<file path="src/rtl/glf_pkg.sv">
package glf_pkg;

   localparam int REG_AW = 2;

   typedef enum logic [REG_AW-1:0] {
      A_ENABLE = 2'd0,
      A_LENGTH = 2'd1,
      A_SOURCE = 2'd2,
      A_SPARE  = 2'd3
   } reg_addr_e;

   typedef enum logic {
      SRC_BUS  = 1'b0,
      SRC_SLOW = 1'b1
   } clk_src_e;

endpackage

</file>
<file path="src/rtl/glf_regs.sv">
module glf_regs
   import glf_pkg::*;
#(
   parameter int NUM_PINS = 32,
   parameter int LEN_W    = 5
) (
   input  logic                clk,
   input  logic                rst_n,
   input  logic                reg_wr,
   input  logic [REG_AW-1:0]   reg_addr,
   input  logic [NUM_PINS-1:0] reg_wdata,
   output logic [NUM_PINS-1:0] reg_rdata,
   output logic [NUM_PINS-1:0] en_q,
   output logic [LEN_W-1:0]    len_q,
   output clk_src_e            src_q,
   output logic                cfg_restart
);

   if (LEN_W < 1 || LEN_W > NUM_PINS) begin : g_bad_len
      $error("glf_regs: LEN_W must be between 1 and NUM_PINS");
   end

   logic wr_en, wr_len, wr_src;

   assign wr_en  = reg_wr && (reg_addr == A_ENABLE);
   assign wr_len = reg_wr && (reg_addr == A_LENGTH);
   assign wr_src = reg_wr && (reg_addr == A_SOURCE);

   always_ff @(posedge clk or negedge rst_n) begin
      if (!rst_n) begin
         en_q  <= '0;
         len_q <= '0;
         src_q <= SRC_BUS;
      end else begin
         if (wr_en)  en_q  <= reg_wdata;
         if (wr_len) len_q <= reg_wdata[LEN_W-1:0];
         if (wr_src) src_q <= clk_src_e'(reg_wdata[0]);
      end
   end

   // a configuration write restarts counters at the same edge
   assign cfg_restart = wr_len || wr_src;

   always_comb begin
      reg_rdata = '0;
      unique case (reg_addr)
         A_ENABLE: reg_rdata = en_q;
         A_LENGTH: reg_rdata[LEN_W-1:0] = len_q;
         A_SOURCE: reg_rdata[0] = src_q;
         default:  reg_rdata = '0;
      endcase
   end

endmodule

</file>
<file path="src/rtl/glf_strobe.sv">
module glf_strobe
   import glf_pkg::*;
#(
   parameter bit HAS_SLOW_SRC = 1'b1
) (
   input  clk_src_e src_q,
   input  logic     slow_tick,
   output logic     sample_en
);

   if (HAS_SLOW_SRC) begin : g_sel
      assign sample_en = (src_q == SRC_SLOW) ? slow_tick : 1'b1;
   end else begin : g_bus_only
      logic unused_src;
      assign unused_src = (src_q == SRC_SLOW) ^ slow_tick;
      assign sample_en  = 1'b1 | unused_src;
   end

endmodule

</file>
<file path="src/rtl/glf_cell.sv">
module glf_cell #(
   parameter int LEN_W = 5
) (
   input  logic             clk,
   input  logic             rst_n,
   input  logic             active,
   input  logic             sample,
   input  logic             restart,
   input  logic             din,
   input  logic [LEN_W-1:0] len,
   output logic             dout,
   output logic [LEN_W-1:0] cnt
);

   always_ff @(posedge clk or negedge rst_n) begin
      if (!rst_n) begin
         dout <= 1'b0;
         cnt  <= '0;
      end else if (!active) begin
         dout <= 1'b0;
         cnt  <= '0;
      end else if (restart) begin
         cnt  <= '0;
      end else if (din == dout) begin
         cnt  <= '0;
      end else if (sample) begin
         if (cnt >= len) begin
            dout <= din;
            cnt  <= '0;
         end else begin
            cnt  <= cnt + 1'b1;
         end
      end
   end

endmodule

</file>
<file path="src/rtl/pin_glitch_filter.sv">
module pin_glitch_filter
   import glf_pkg::*;
#(
   parameter int NUM_PINS     = 32,
   parameter int LEN_W        = 5,
   parameter bit HAS_SLOW_SRC = 1'b1
) (
   input  logic                clk,
   input  logic                rst_n,
   input  logic                reg_wr,
   input  logic [REG_AW-1:0]   reg_addr,
   input  logic [NUM_PINS-1:0] reg_wdata,
   output logic [NUM_PINS-1:0] reg_rdata,
   input  logic                slow_tick,
   input  logic [NUM_PINS-1:0] pin_is_din,
   input  logic [NUM_PINS-1:0] pin_in,
   output logic [NUM_PINS-1:0] pin_filt
);

   localparam int CNT_BITS = NUM_PINS * LEN_W;

   if (NUM_PINS < 1) begin : g_bad_pins
      $error("pin_glitch_filter: NUM_PINS must be at least 1");
   end

   logic [NUM_PINS-1:0] en_q;
   logic [LEN_W-1:0]    len_q;
   clk_src_e            src_q;
   logic                cfg_restart;
   logic                sample_en;
   logic [CNT_BITS-1:0] cnt_all;

   glf_regs #(.NUM_PINS(NUM_PINS), .LEN_W(LEN_W)) u_regs (
      .clk        (clk),
      .rst_n      (rst_n),
      .reg_wr     (reg_wr),
      .reg_addr   (reg_addr),
      .reg_wdata  (reg_wdata),
      .reg_rdata  (reg_rdata),
      .en_q       (en_q),
      .len_q      (len_q),
      .src_q      (src_q),
      .cfg_restart(cfg_restart)
   );

   glf_strobe #(.HAS_SLOW_SRC(HAS_SLOW_SRC)) u_strobe (
      .src_q    (src_q),
      .slow_tick(slow_tick),
      .sample_en(sample_en)
   );

   for (genvar i = 0; i < NUM_PINS; i++) begin : g_pin
      glf_cell #(.LEN_W(LEN_W)) u_cell (
         .clk    (clk),
         .rst_n  (rst_n),
         .active (en_q[i] & pin_is_din[i]),
         .sample (sample_en),
         .restart(cfg_restart),
         .din    (pin_in[i]),
         .len    (len_q),
         .dout   (pin_filt[i]),
         .cnt    (cnt_all[i*LEN_W +: LEN_W])
      );
   end

endmodule

</file>
<file path="config.mk">
export PLATFORM = sky130hd
export DESIGN_NAME = pin_glitch_filter
export DESIGN_NICKNAME = d
export VERILOG_FILES = /design/src/rtl/glf_pkg.sv /design/src/rtl/glf_regs.sv /design/src/rtl/glf_strobe.sv /design/src/rtl/glf_cell.sv /design/src/rtl/pin_glitch_filter.sv
export SDC_FILE = /design/constraint.sdc
export NUM_CORES = 1
export LEC_CHECK = 0
export BUFFER_PORTS_ARGS = -buffer_cell sky130_fd_sc_hd__clkbuf_2
export CAP_MARGIN = 20
export CORE_MARGIN = 10
export CORE_UTILIZATION = 47
export DETAILED_ROUTE_END_ITERATION = 10
export PLACE_DENSITY = 0.73
export REMOVE_ABC_BUFFERS = 1
export SYNTH_ARGS = -nofsm -noshare
export SYNTH_HDL_FRONTEND = slang
export SYNTH_SLANG_ARGS = --single-unit
export TNS_END_PERCENT = 5
</file>
<file path="constraint.sdc">
create_clock -name clk -period 5.3 [get_ports clk]
set_clock_uncertainty 0.05 [all_clocks]
set_input_delay 1.06 -clock clk [delete_from_list [all_inputs] [get_ports clk]]
set_output_delay 1.06 -clock clk [all_outputs]
set_load 0.02 [all_outputs]
</file>
; Word-level counts from Yosys, hierarchy flattened
; Index checks and enable logic that the tools add are counted.
[totals]
reg_bits = 230
inputBits = 102
out_inout_bits = 64
elab_cells = 718
[op_classes]
n_addsub = 32
magnitude_cmp = 32
n_eq_ne = 194
n_mux = 324
bitwise = 32
reduce_logical = 37
[ops]
columns = op, n
row1 = 5-bit 2-to-1 mux, 160
row2 = 2-bit inequality test (second input constant), 128
row3 = 1-bit 2-to-1 mux, 161
row4 = 5-bit by 1-bit adder with 5-bit output (second input constant), 32
row5 = 5-bit >= comparator, 32
row6 = 4-bit inequality test (second input constant), 32
row7 = 4-bit AND reduction, 32
row8 = 1-bit bitwise AND, 32
row9 = 1-bit equality test, 32
row10 = 27-bit 2-to-1 mux, 1
row11 = 4-bit case mux with 2 select lines, 1
row12 = 1-bit logical AND, 3
row13 = 1-bit case mux with 3 select lines, 1
row14 = 2-bit by 1-bit equality test with 1-bit output (second input constant), 1
row15 = 2-bit equality test (second input constant), 1
row16 = 2-bit logical NOT, 1
row17 = 1-bit logical OR, 1

; Longest topological paths before layout
; Gate-level depths: netlist (run 1).
[depth]
word_depth = 6
ltp_mapped = 9
depth_no_buf = 7

; Hierarchy
; Synthesis (run 1) repeated with hierarchy kept, for this count alone.
[unflattened]
hier_cells = 1600
area_unflattened_um2 = 16405.7
[modules_own_cells]
columns = mod, instances, cells_each, area_each_um2
row1 = glf_cell, 32, 45, 451.7
row2 = glf_regs, 1, 127, 1745.4
row3 = pin_glitch_filter, 1, 32, 200.2
row4 = glf_strobe, 1, 1, 6.3

; Worst setup path before layout (run 1)
; No wires, ideal clock.
[synth_timing]
kind = input to output
startpoint = input port reg_addr[0]
endpoint = output port reg_rdata[11]
arrival_ns = 1.892
t_required_ns = 4.190
setup_slack_ns = 2.298
cell_stages = 4
n_path_buf = 2
cell_sequence = buf_4 nor2_2 clkbuf_1 and2_1
[synth_between]
elab_chain_len = 2
[synth_rtl]
columns = item, line_no
row1 = start: declaration, pin_glitch_filter.sv:11  ; input logic [REG_AW-1:0] reg_addr,
row2 = 2-bit logical NOT, glf_regs.sv:46  ; unique case (reg_addr)
row3 = 27-bit 2-to-1 mux, glf_regs.sv:46
row4 = end: declaration, pin_glitch_filter.sv:13  ; output logic [NUM_PINS-1:0] reg_rdata,
; Every way passes these cells.

; Worst setup path in the final report (run 1)
[layout_timing]
startpoint = input port reg_addr[0]
endpoint = output port reg_rdata[18]
; The elaborated chain is that of the path after synthesis.

==> results.tsv, run 1 <==
stage	metric	value	unit
timing	drv_slew	0	
routing	num_vias	13500	
final_layout	finalNetCount	2090	
floorplanning	initial_core_util	47.6	%
logic_synthesis	synthArstFlopShare	100	%
power	peakVddDrop	0.000239	V
worst_setup_path	rrSetupSlack	2.01	ns
clock_tree	post_cts_buffers	0	
logic_synthesis	synth-main-ff-cell	dfrtp_1	
place	place_area	16500	µm²
timing	period_share	71.7	%
worst_setup_path	critical_path.startpoint_type	input port	
logic_synthesis	synth_edf_count	0	
timing	setup_violations	0	
clock_tree	clock-sinks	230	
global_routing	grt_use_total	18.7	%
power	pwr-share-comb	22.1	%
routing	wl_per_cell	17.3	µm
logic_synthesis	ys_types	35	
power	p_total	4.79	mW
place	hpwlAfterDp	25800	µm
worst_setup_path	crit_family	simple AND/OR/NAND/NOR gates	
worst_setup_path	slowest_delay	0.72	ns
timing	worst_pin_slew	1.09	ns
timing	max_slew_margin	27.4	%
floorplanning	core_area	32500	µm²
power	power_switching	1.53	mW
global_routing	grt_first_pass_wirelength	65400	µm
logic_synthesis	ys_top_cells_by_area	dfrtp_1 (37%), ha_1 (16%), nand3_1 (7.6%), a31oi_1 (5.1%), nand2_1 (3.9%)	
routing	dr.pass1.iters	5	
clock_tree	cts_resized	0	
place	gp_congestion	0.812	
logic_synthesis	netlist_top_cells_count	nand3_1 (236), dfrtp_1 (230), ha_1 (192)	
floorplanning	die_w	201	µm
floorplanning	die_h	201	µm
timing	timing.fmax	0.263	GHz
clock_tree	tritoncts	built	
logic_synthesis	syn_inst	1674	
final_layout	area.growth.synth_to_final	12.2	%
clock_tree	h-tree-depth	1	
worst_setup_path	crit_slowest_cell	nor2_2	
timing	hold_viol	0	
clock_tree	cts_buffer_depth	3	
worst_hold_path	hold_path.class	reg -> reg	
power	clock_power_share	37.7	%
final_layout	final_cell_area	17300	µm²
timing	whs	0.476	ns
clock_tree	clkTransAtPathRegs	0.06	ns
logic_synthesis	seq_area_frac_synth	37.2	%
job	max_cap_viol_count	0	
logic_synthesis	synth.largest_area_cell	dfrtp_1	
worst_setup_path	worst_setup_path_end_kind	output port	
status	status	complete, no violations	
floorplanning	fp-row-count	66	
timing	fin_crit	3.80	ns
clock_tree	cts-hold-fix-buffers	0	
final_layout	drive_above_1_share	14.7	%
worst_setup_path	crit_type	in -> out	
worst_setup_path	crit_buf_inv	3	
power	p_leak	8.04	nW
routing	detail_route.iter0.violations	1035	
logic_synthesis	synth_top_area_share	37.2	%
logic_synthesis	yosysMostFrequentCell	nand3_1	
timing	rsz0062_at_grt	no	
logic_synthesis	syn-cell-area	15500	µm²
routing	drc	0	
floorplanning	die_area	40500	µm²
worst_setup_path	worstPathArrival	2.69	ns
clock_tree	clock_latency	0.53	ns
logic_synthesis	yosysWarningCount	0	
global_routing	antenna_found_initial	1	
global_routing	grt_overflow_total	0	
logic_synthesis	ys_ff_latch	230	
worst_setup_path	crit_required	4.19	ns
clock_tree	numCtsBuffers	27	
routing	ant_nets	0	
power	p_sw_share	32.0	%
worst_setup_path	crit_chain	clkbuf_2, nor2_2, buf_4, and2_1, clkbuf_2	
power	powerDensity	276	nW/µm²
logic_synthesis	syn_area_per_cell	9.23	µm²
place	io_buffers	165	
worst_setup_path	crit_fanout	17	
global_routing	grt_max_degree	106	
routing	vias_per_cell	5.99	
power	power_frac_seq	40.2	%
floorplanning	ios	166	
global_routing	grt_pass1_vias	13100	
power	p_int	3.26	mW
clock_tree	clock-root-buffer	clkbuf_16	
routing	wl	39000	µm
worst_setup_path	path_common_cell	clkbuf_2	
## state kept, by name, summed over array words and instances, names as in the netlist
register	count
g_pin.u_cell.cnt	160
g_pin.u_cell.dout	32
u_regs.en_q	32
u_regs.len_q	5
u_regs.src_q	1
## cells in the final DEF (no fill, tap or decap), drive strengths merged, types with 2 or more instances in the layout
cell       n
nand3    236
dfrtp    230
clkbuf   199
ha       192
nand2    160
a31oi    126
nor2     120
a21oi     63
nand4     49
nand4b    48
mux2      38
inv       36
nor2b     34
o21ai     33
xor2      33
a21o      33
o2111ai   32
o31ai     32
and2      29
a32oi     18
buf       18
nand3b    17
a22oi     17
mux2i      5
clkinv     5
nor4       2
bufinv     2
## metal layers
| metal | routed length [µm] | GRT usage [%] | share of wire, % |
|---|---|---|---|
| met1 | 17800 | 24.2 | 46 |
| met2 | 18200 | 31.5 | 47 |
| met3 | 2250 | 3.28 | 5.8 |
| met4 | 770 | 4.94 | 2.0 |
| met5 | 0 | 0 | 0 |
## per-stage QoR
stage | setup TNS [ns] | instances | setup slack [ns] | utilization (%)
floorplan | -19.35 | 1585 | -0.428 | -
global placement | 0 | 2207 | 1.55 | 50.7
detailed placement | 0 | 2207 | 1.43 | 50.7
CTS | 0 | 2250 | 1.44 | 53.3
global route | 0 | 2252 | 1.38 | 53.4
finish | 0 | 2253 | 1.50 | 53.5
## power by group through the flow
stage                     Sequential, mW  Clock (mW)  Combinational, mW
final                               1.93        1.81               1.06
after global routing                1.94        1.92               1.20
after CTS                           1.93        1.85               1.05
after detailed placement            1.96           0               1.05
after global placement              1.95           0               1.01
after floorplan                     1.95           0              0.644
## kinds of logic (layout without fill, tap and decap cells)
family	Yosys count	in the layout	share of synthesized area, %
AO/OA/AOI/OAI	355	355	15.1
buffers and inverters	125	261	4.32
multiplexers	43	43	3.09
adder cells (fa/ha/maj)	192	192	15.5
flip-flops	230	230	37.2
other	0	1	0
AND/OR/NAND/NOR	696	696	22.8
XOR/XNOR	33	33	1.87
## worst paths after layout
kind,start,endpoint,depth (start not counted)
hold reg to reg,u_regs.len_q[4],u_regs.len_q[4],1
min in group asynchronous,rst_n,g_pin[31].u_cell.dout,1
max in group asynchronous,rst_n,u_regs.en_q[11],2
setup reg to reg,u_regs.len_q[1],g_pin[6].u_cell.cnt[2],8
setup / recovery,reg_addr[0],reg_rdata[18],5
hold / removal,u_regs.len_q[4],u_regs.len_q[4],1
## area by class of cell
class	instances	area [µm²]
Antenna cell	1	2.50
Clock buffer	35	746
Clock inverter	8	100
Fill cell	2903	15100
Inverter	36	135
Multi-Input combinational cell	1319	9050
Sequential cell	230	5760
Tap cell	442	553
Timing Repair Buffer	182	1000
Power figures use the tool's default switching activity.
==> run 2, diff against run 1 <==
--- a/config.mk
+++ b/config.mk
@@ -10,7 +10,7 @@
 export CORE_MARGIN = 10
 export CORE_UTILIZATION = 47
 export DETAILED_ROUTE_END_ITERATION = 10
-export PLACE_DENSITY = 0.73
+export PLACE_DENSITY = 0.76
 export REMOVE_ABC_BUFFERS = 1
 export SYNTH_ARGS = -nofsm -noshare
 export SYNTH_HDL_FRONTEND = slang
==> constraint.sdc (replaced) <==
create_clock -name clk -period 3.4 [get_ports clk]
set_clock_uncertainty 0.05 [all_clocks]
set_input_delay 0.68 -clock clk [delete_from_list [all_inputs] [get_ports clk]]
set_output_delay 0.68 -clock clk [all_outputs]
set_load 0.02 [all_outputs]
==> results.tsv, run 2 (synthesis results as in run 1) <==
stage	metric	value	unit	change
timing	period_share	77.9	%	
worst_setup_path	crit_required	3.79	ns	was 4.19 ns
clock_tree	clock-sinks	230		unchanged
clock_tree	cts_resized	0		unchanged
clock_tree	cts_buffer_depth	3		unchanged
floorplanning	die_w	201	µm	unchanged
final_layout	reg_top3	g_pin.u_cell.cnt: 160 flops, g_pin.u_cell.dout: 32 flops, u_regs.en_q: 32 flops		unchanged
clock_tree	clock-root-buffer	clkbuf_16		unchanged
clock_tree	cts-hold-fix-buffers	0		unchanged
routing	wl	39600	µm	was 39000 µm
worst_setup_path	crit_fanout	16		was 17
floorplanning	die_h	201	µm	unchanged
routing	num_vias	13500		about the same
routing	detail_route.iter0.violations	919		was 1035
clock_tree	h-tree-depth	1		unchanged
final_layout	mostFrequentLayoutCell	nand3_1		unchanged
place	place_ws	0.693	ns	was 1.43 ns
power	peakVddDrop	0.000443	V	was 0.000239 V
floorplanning	core_area	32500	µm²	unchanged
final_layout	top_register	g_pin.u_cell.cnt		unchanged
floorplanning	initial_core_util	47.6	%	unchanged
floorplanning	fp-row-count	66		unchanged
place	place_inst	2231		was 2207
clock_tree	clock_latency	0.54	ns	was 0.53 ns
clock_tree	clkTransAtPathRegs	0.06	ns	about the same
timing	max_slew_margin	40.0	%	was 27.4%
final_layout	finalNetCount	2112		was 2090
place	io_buffers	165		unchanged
global_routing	grt_pass1_vias	13500		was 13100
worst_setup_path	rrSetupSlack	0.75	ns	was 2.01 ns
global_routing	grt_first_pass_wirelength	66700	µm	was 65400 µm
timing	setup_violations	0		unchanged
final_layout	antenna_cells	0		was 1
final_layout	largest_reg_flops	160		unchanged
timing	hold_viol	0		unchanged
clock_tree	post_cts_buffers	0		unchanged
final_layout	drive_above_1_share	15.6	%	was 14.7%
global_routing	grt_use_total	19.1	%	was 18.7%
status	status	complete, no violations		unchanged
timing	drv_slew	0		unchanged
worst_setup_path	critical_path.startpoint_type	flip-flop		was input port
final_layout	area.growth.synth_to_final	13.9	%	was 12.2%
timing	worst_pin_slew	0.896	ns	was 1.09 ns
final_layout	final_cell_mix	nand3_1 (236), dfrtp_1 (230), ha_1 (192)		unchanged
routing	wl_per_cell	17.4	µm	was 17.3 µm
worst_setup_path	crit_type	reg -> reg		was in -> out
place	gp_congestion	0.802		was 0.812
power	p_total	7.59	mW	was 4.79 mW
routing	dr.pass1.iters	5		unchanged
timing	fin_crit	2.65	ns	
timing	rsz0062_at_grt	no		unchanged
clock_tree	numCtsBuffers	27		unchanged
worst_hold_path	hold_path.class	in -> async		was reg -> reg
clock_tree	tritoncts	built		unchanged
routing	drc	0		unchanged
power	powerDensity	431	nW/µm²	was 276 nW/µm²
floorplanning	ios	166		unchanged
routing	ant_nets	0		unchanged
global_routing	grt_overflow_total	0		unchanged
power	p_leak	8.17	nW	was 8.04 nW
job	max_cap_viol_count	0		unchanged
place	hpwlAfterDp	26700	µm	was 25800 µm
floorplanning	die_area	40500	µm²	unchanged
timing	timing.fmax	0.377	GHz	
global_routing	grt_max_degree	83		was 106
timing	fin_ws	0.750	ns	was 1.50 ns
routing	vias_per_cell	5.94		was 5.99
global_routing	antenna_found_initial	0		was 1
timing	whs	0.0591	ns	was 0.476 ns
worst_setup_path	worst_setup_path_end_kind	flip-flop		was output port
final_layout	layout.cells.non_filler	2274		was 2253
worst_setup_path	worstPathArrival	3.04	ns	was 2.69 ns
[run 2: changes by cell type in the layout (fill, tap and decap cells not counted), moves of 2 or more]
cell	delta
clkbuf_8	+2
buf_4	+15
clkbuf_1	+2
clkinv_2	-2
clkinv_4	-2
buf_12	+9
[run 2: metal layers]
metal / share of wire (%) / up-vias / track usage [%]
li1: - / 6581 / -
met1: 45 / 6577 / 25.0
met2: 48 / 302 / 32.4
met3: 5.1 / 54 / 3.02
met4: 1.7 / 0 / 4.62
met5: 0 / - / 0
[run 2: cell type report]
type	instances	area (µm²)
Timing Repair Buffer	204	1250
Fill cell	2878	14900
Sequential cell	230	5760
Tap cell	442	553
Clock buffer	39	781
Clock inverter	4	72.6
Inverter	36	135
Multi-Input combinational cell	1319	9050
[run 2: final timing paths]
path | startpoint | end | cells after the start
max in group asynchronous | rst_n | g_pin[12].u_cell.dout | 2
min | rst_n | g_pin[13].u_cell.dout | 1
max reg2reg | u_regs.len_q[0] | g_pin[0].u_cell.cnt[2] | 7
min reg2reg | u_regs.len_q[3] | u_regs.len_q[3] | 1
max | u_regs.len_q[0] | g_pin[0].u_cell.cnt[2] | 7
min in group clk | reg_wdata[16] | u_regs.en_q[16] | 2
[run 2: worst max-delay path, stage by stage (launching register included)]
cell and delay [ns]:
dfrtp_1 0.64, buf_4 0.35, ha_1 0.27, nor2b_1 0.09
o21ai_0 0.09, a31oi_1 0.67, nand4b_1 0.17, a31oi_1 0.21
[run 2: power by group]
group | internal, mW | switching, mW
clock | 1.72 | 1.13
sequential | 2.86 | 0.151
combinational | 0.616 | 1.11
total | 5.19 | 2.40
[run 2: per-stage QoR]
step | TNS (ns) | instance area, µm² | util, %
3_5_place_dp | 0 | 16700 | 51.6
2_1_floorplan | -236.28 | 14900 | -
4_1_cts | 0 | 17600 | 54.2
5_1_grt | 0 | 17600 | 54.2
6_report | 0 | 17600 | 54.2
3_3_place_gp | 0 | 16700 | 51.6
